==> config.mk <==
export PLATFORM = sky130hd
export DESIGN_NAME = regbuf_par
export DESIGN_NICKNAME = d
export VERILOG_FILES = /design/src/rtl/regbuf_pkg.sv /design/src/rtl/regbuf_lane_map.sv /design/src/rtl/regbuf_data_stage.sv /design/src/rtl/regbuf_parity_chk.sv /design/src/rtl/regbuf_par.sv
export SDC_FILE = /design/constraint.sdc
export NUM_CORES = 1
export LEC_CHECK = 0
export BUFFER_PORTS_ARGS = -buffer_cell sky130_fd_sc_hd__buf_2
export CAP_MARGIN = 20
export CORE_MARGIN = 3
export CORE_UTILIZATION = 47
export CTS_CLUSTER_DIAMETER = 200
export CTS_CLUSTER_SIZE = 25
export DETAILED_ROUTE_END_ITERATION = 10
export GPL_TIMING_DRIVEN = 0
export PLACE_DENSITY = 0.84
export SLEW_MARGIN = 30
export SYNTH_ARGS = -nofsm -noshare
export SYNTH_HDL_FRONTEND = slang
export SYNTH_SLANG_ARGS = --single-unit
==> constraint.sdc <==
create_clock -name clk -period 0.9 [get_ports clk]
set_input_delay 0.045 -clock clk [delete_from_list [all_inputs] [get_ports clk]]
set_output_delay 0.045 -clock clk [all_outputs]
set_load 0.005 [all_outputs]
==> src/rtl/regbuf_pkg.sv <==
package regbuf_pkg;

    // bit 0 and bit 1 of the shape select
    typedef enum logic [1:0] {
        CFG_WIDE   = 2'b00,
        CFG_RSVD   = 2'b01,
        CFG_NARROW = 2'b10,
        CFG_ALT    = 2'b11
    } cfg_e;

    typedef enum logic {
        WAIT_WORD = 1'b0,
        CHECKING  = 1'b1
    } pstate_e;

    // lane numbers count from 1
    function automatic logic lane_live(cfg_e m, int lane);
        logic r;
        r = 1'b0;
        case (m)
            CFG_WIDE:   r = (lane inside {2, 3, 5, 6}) || (lane >= 8 && lane <= 25);
            CFG_NARROW: r = (lane inside {2, 3, 5, 6}) || (lane >= 8 && lane <= 14);
            CFG_ALT:    r = (lane >= 1 && lane <= 6) || (lane inside {8, 9, 10, 12, 13});
            default:    r = 1'b0;
        endcase
        return r;
    endfunction

endpackage

==> src/rtl/regbuf_lane_map.sv <==
module regbuf_lane_map
    import regbuf_pkg::*;
#(
    parameter int W = 25
) (
    input  logic [1:0]   cfg,
    output logic [W-1:0] mask,
    output logic         dup
);
    cfg_e mode;
    assign mode = cfg_e'(cfg);

    for (genvar i = 0; i < W; i++) begin : g_lane
        assign mask[i] = lane_live(mode, i + 1);
    end

    assign dup = (mode == CFG_NARROW) || (mode == CFG_ALT);
endmodule

==> src/rtl/regbuf_data_stage.sv <==
module regbuf_data_stage #(
    parameter int W = 25
) (
    input  logic         clk,
    input  logic         rst_n,
    input  logic         load,
    input  logic         dup,
    input  logic [W-1:0] mask,
    input  logic [W-1:0] din,
    output logic [W-1:0] q_a,
    output logic [W-1:0] q_b
);
    logic [W-1:0] live;
    assign live = din & mask;

    always_ff @(posedge clk or negedge rst_n) begin
        if (!rst_n) begin
            q_a <= '0;
            q_b <= '0;
        end else if (load) begin
            q_a <= live;
            q_b <= dup ? live : '0;
        end
    end


    hold_chk: assert property (@(posedge clk) disable iff (!rst_n)
        !load |=> ($stable(q_a) && $stable(q_b)));


    inactive_lane_chk: assert property (@(posedge clk) disable iff (!rst_n)
        ((q_a | q_b) & ~mask) == '0);


    copy_match_chk: assert property (@(posedge clk) disable iff (!rst_n)
        dup |-> (q_b == q_a));


    single_copy_chk: assert property (@(posedge clk) disable iff (!rst_n)
        !dup |-> (q_b == '0));
endmodule

==> src/rtl/regbuf_parity_chk.sv <==
module regbuf_parity_chk
    import regbuf_pkg::*;
#(
    parameter int W = 25
) (
    input  logic         clk,
    input  logic         rst_n,
    input  logic [W-1:0] din,
    input  logic [W-1:0] mask,
    input  logic         par_in,
    output logic         ppo,
    output logic         err_n
);
    pstate_e state, state_nxt;

    // state register
    always_ff @(posedge clk or negedge rst_n) begin
        if (!rst_n) state <= WAIT_WORD;
        else        state <= state_nxt;
    end

    always_comb begin
        unique case (state)
            WAIT_WORD: state_nxt = CHECKING;   // FIRST_CAPTURE
            CHECKING:  state_nxt = CHECKING;   // STAY_CHECKING
            default:   state_nxt = WAIT_WORD;
        endcase
    end

    // outputs
    always_ff @(posedge clk or negedge rst_n) begin
        if (!rst_n) begin
            ppo   <= 1'b0;
            err_n <= 1'b1;
        end else begin
            ppo <= ^(din & mask);
            unique case (state)
                WAIT_WORD: err_n <= 1'b1;
                CHECKING:  err_n <= ppo ^ par_in;
                default:   err_n <= 1'b1;
            endcase
        end
    end


    err_idle_chk: assert property (@(posedge clk) disable iff (!rst_n)
        (state == WAIT_WORD) |-> err_n);


    empty_parity_chk: assert property (@(posedge clk) disable iff (!rst_n)
        (mask == '0) |=> !ppo);
endmodule

==> src/rtl/regbuf_par.sv <==
module regbuf_par #(
    parameter int W = 25
) (
    input  logic         clk,
    input  logic         rst_n,
    input  logic [1:0]   cfg,
    input  logic [1:0]   cs_n,
    input  logic [W-1:0] din,
    input  logic         cke_in,
    input  logic         odt_in,
    input  logic         par_in,
    output logic [W-1:0] q_a,
    output logic [W-1:0] q_b,
    output logic         cs_q_a,
    output logic         cs_q_b,
    output logic         cke_q_a,
    output logic         cke_q_b,
    output logic         odt_q_a,
    output logic         odt_q_b,
    output logic         ppo,
    output logic         err_n
);
    logic [W-1:0] mask;
    logic         dup;
    logic         load;
    logic         cs_r, cke_r, odt_r;

    assign load = ~(&cs_n);

    regbuf_lane_map #(.W(W)) u_map (
        .cfg  (cfg),
        .mask (mask),
        .dup  (dup)
    );

    regbuf_data_stage #(.W(W)) u_data (
        .clk   (clk),
        .rst_n (rst_n),
        .load  (load),
        .dup   (dup),
        .mask  (mask),
        .din   (din),
        .q_a   (q_a),
        .q_b   (q_b)
    );

    regbuf_parity_chk #(.W(W)) u_par (
        .clk    (clk),
        .rst_n  (rst_n),
        .din    (din),
        .mask   (mask),
        .par_in (par_in),
        .ppo    (ppo),
        .err_n  (err_n)
    );

    always_ff @(posedge clk or negedge rst_n) begin
        if (!rst_n) begin
            cs_r  <= 1'b0;
            cke_r <= 1'b0;
            odt_r <= 1'b0;
        end else begin
            cs_r  <= cs_n[0];
            cke_r <= cke_in;
            odt_r <= odt_in;
        end
    end

    assign cs_q_a  = cs_r;
    assign cs_q_b  = cs_r;
    assign cke_q_a = cke_r;
    assign cke_q_b = cke_r;
    assign odt_q_a = odt_r;
    assign odt_q_b = odt_r;


    ctrl_follow_chk: assert property (@(posedge clk) disable iff (!rst_n)
        (&cs_n) |=> ((cke_q_a == $past(cke_in)) && (odt_q_b == $past(odt_in))));
endmodule

==> out/results.txt <==
Async SR Flop Fraction - 1.00
Gr usage total - 0.193
TritonRoute pass-1 iters - 4
Post-synth cell types - 29
Root Driver - clkbuf_8
HP Start - din[20]
Critical path capture point type - primary output
GP Congestion - 0.728
Crit path launch type - register
Worst Path Required - 0.85 ns
Port bufs - 87
Crit share post-route - 1.09
Row count - 24
CTS buffer count - 5
Delay of the slowest critical-path stage - 0.41 ns
Reg2reg path depth - 2
Worst R2R Setup Slack - 0.06 ns
Most common cell after layout, fill and taps aside - buf_2
Max-capacitance violation count - 0
Least-Margin Pin Slew - 0.619 ns
Routed via count - 1,785
Drt drc - 0
Cell mode on critical path - buf_6
Htree depth - 2
Worst Hold Class - input port to register
Skew final - 0.00148 ns
Worst Hold Path Cells - 2
DRT Wirelength - 5220 um
Vias per cell - 4.96
Post-layout util - 0.710
Outcome - finished with violations
RR Endpoint - u_data.q_a[15]
WHS Endpoint - u_data.q_a[20]
Leakage - 0.00169 uW
Fin nets - 341
Cell Area, Synth - 2160 um^2
CTS clk-pin slew, worst paths - 0.10 ns
# diodes - 0
Die W - 73.7 um
Share of cells above drive strength 1 - 0.409
Post-placement worst setup slack - -0.447 ns
Worst setup margin - -0.0842 ns
Final non-filler cell area - 3110 um^2
HPWL Detailed - 3620 um
Die H - 73.7 um
Buffer depth of the longest clock path - 2
PwrDens - 1590 nW/um^2
Failing checks - negative setup slack
Gate count of the mapped netlist - 184
Shortest period the worst path allows - 0.984 ns
Area delta synth->final - 44.4%
Post-synth top flop - dfrtp_1
Worst EP arrival - 0.94 ns
Yosys reg bits - 52
Register area share after synthesis - 0.604
CP max stage cell - dfrtp_1
CTS tree - yes
Slew margin rel. - 0.587
Post-synth EDFFs - 0
Average size of a mapped cell - 11.7 um^2
Io pins - 92
Routed length per instance - 14.5 um
Largest net degree at the start of global routing - 53
Crit Path Class - register to primary output
Initial antenna violation count - 0
F_max - 1.02 GHz
CTS sink count - 52
Critical Path, Cell by Cell - buf_6 > buf_6
Reg2reg start - u_data.q_a[15]
Full die area - 5440 um^2
Vias in the first global route - 1,691
Synth warnings - 0
Final hold violation count - 0
CP Max Fanout - 3
Max Slew Vio Count - 0
Most frequent cells in the layout - buf_2 (84), dfrtp_1 (51), a22o_1 (24)
Global-route wire length before repair - 8000 um
Clock Latency Late Sink - 0.31 ns
Placed cell areas - 2690 um^2
Largest delay share family, worst path - flip-flops
Final ANT Viol Nets - 0
Initial core utilization - 0.492
Iter 0 DRT Violations - 91
Worst VDD drop - 708 uV
GRT overflow - 0
RSZ-0062 raised after global routing - true
Buf+Inv Stages, Crit Path - 2
# setup viols final - 3
Core ar. - 4380 um^2
power breakdown:
group	switching, uW	leakage, uW	internal (uW)
Combinational	472	0.000963	546
Clock	793	0.0000487	568
Sequential	77.1	0.000679	2500
Total	1340	0.00169	3610
per-stage QoR:
step	hold WS, ns	TNS [ns]	std cells	power [uW]
after floorplan	-0.251	-0.191	185	3080
after global placement	0.154	-11.88	324	3450
after detailed placement	0.110	-7.60	324	3470
after CTS	0.0000571	-0.290	349	4930
after global routing	0.00524	-0.618	360	5190
final	0.00970	-0.228	360	4950
layout make-up:
type	instances	area [um^2]
flip-flops and latches	52	1300
fillers	320	1270
multi-input cells	113	807
repair buffers	119	747
plain buffers	14	90.1
clock buffers	5	68.8
well taps	52	65.1
clock inverters	3	26.3
inverters	2	7.51
worst reg2reg max path, delay by kind of cell, from the launching register on:
family,cells,cell delay [ns]
buf+inv,1,0.14
flops,1,0.41
compound gates,1,0.20
worst max-delay path by stage:
stage | end | slack (ns) | cells after the start | start
2_1_floorplan | u_par.ppo | -0.19 | 6 | din[15]
3_3_place_gp | u_par.ppo | -0.47 | 7 | din[4]
3_5_place_dp | u_par.ppo | -0.45 | 7 | din[4]
4_1_cts | q_b[3] | -0.10 | 2 | u_data.q_a[3]
5_1_grt | u_par.ppo | -0.13 | 7 | din[14]
6_report | q_b[3] | -0.08 | 2 | u_data.q_a[3]
sequential cells by signal, indices dropped and copies added, names as in the netlist:
signal / flops
u_data.q_a: 24
u_data.q_b: 22
cke_q_a: 1
cs_q_a: 1
odt_q_a: 1
u_par.err_n: 1
u_par.ppo: 1
u_par.state: 1
cells in the mapped netlist (3+ instances only):
cell	number	area share
dfrtp_1	51	0.59
a22o_1	24	0.097
nand2_1	22	0.038
xnor2_1	15	0.061
and3_1	11	0.032
o21ai_1	11	0.026
buf_4	8	0.028
clkbuf_1	7	0.012
xor2_1	4	0.016
a21oi_1	3	0.0070
nor2_1	3	0.0052
nor3_1	3	0.0070
logic make-up (layout without fill, tap and decap cells):
kind of cell / after synthesis / count (layout) / synth area share
other cells: 2 / 3 / 0.00348
compound gates: 42 / 42 / 0.146
xor+xnor: 20 / 20 / 0.0847
mux: 2 / 2 / 0.00986
simple gates: 46 / 46 / 0.102
flops: 52 / 52 / 0.604
buf+inv: 20 / 143 / 0.0499
per-layer routing:
metal  track usage  part of all wire
met1         0.257              0.42
met2         0.317              0.52
met3        0.0274             0.047
met4        0.0805             0.014
met5             0                 0
timing repair:
item | 4_1_cts | 5_1_grt
gates resized for setup | 7 | 4
endpoints found under the setup margin | 8 | 40
pin swaps | 4 | 5
hold buffers | 19 | 0
endpoints found under the hold margin | 69 | 0
buffers inserted | 2 | 11
Power figures use the tool's default switching activity.
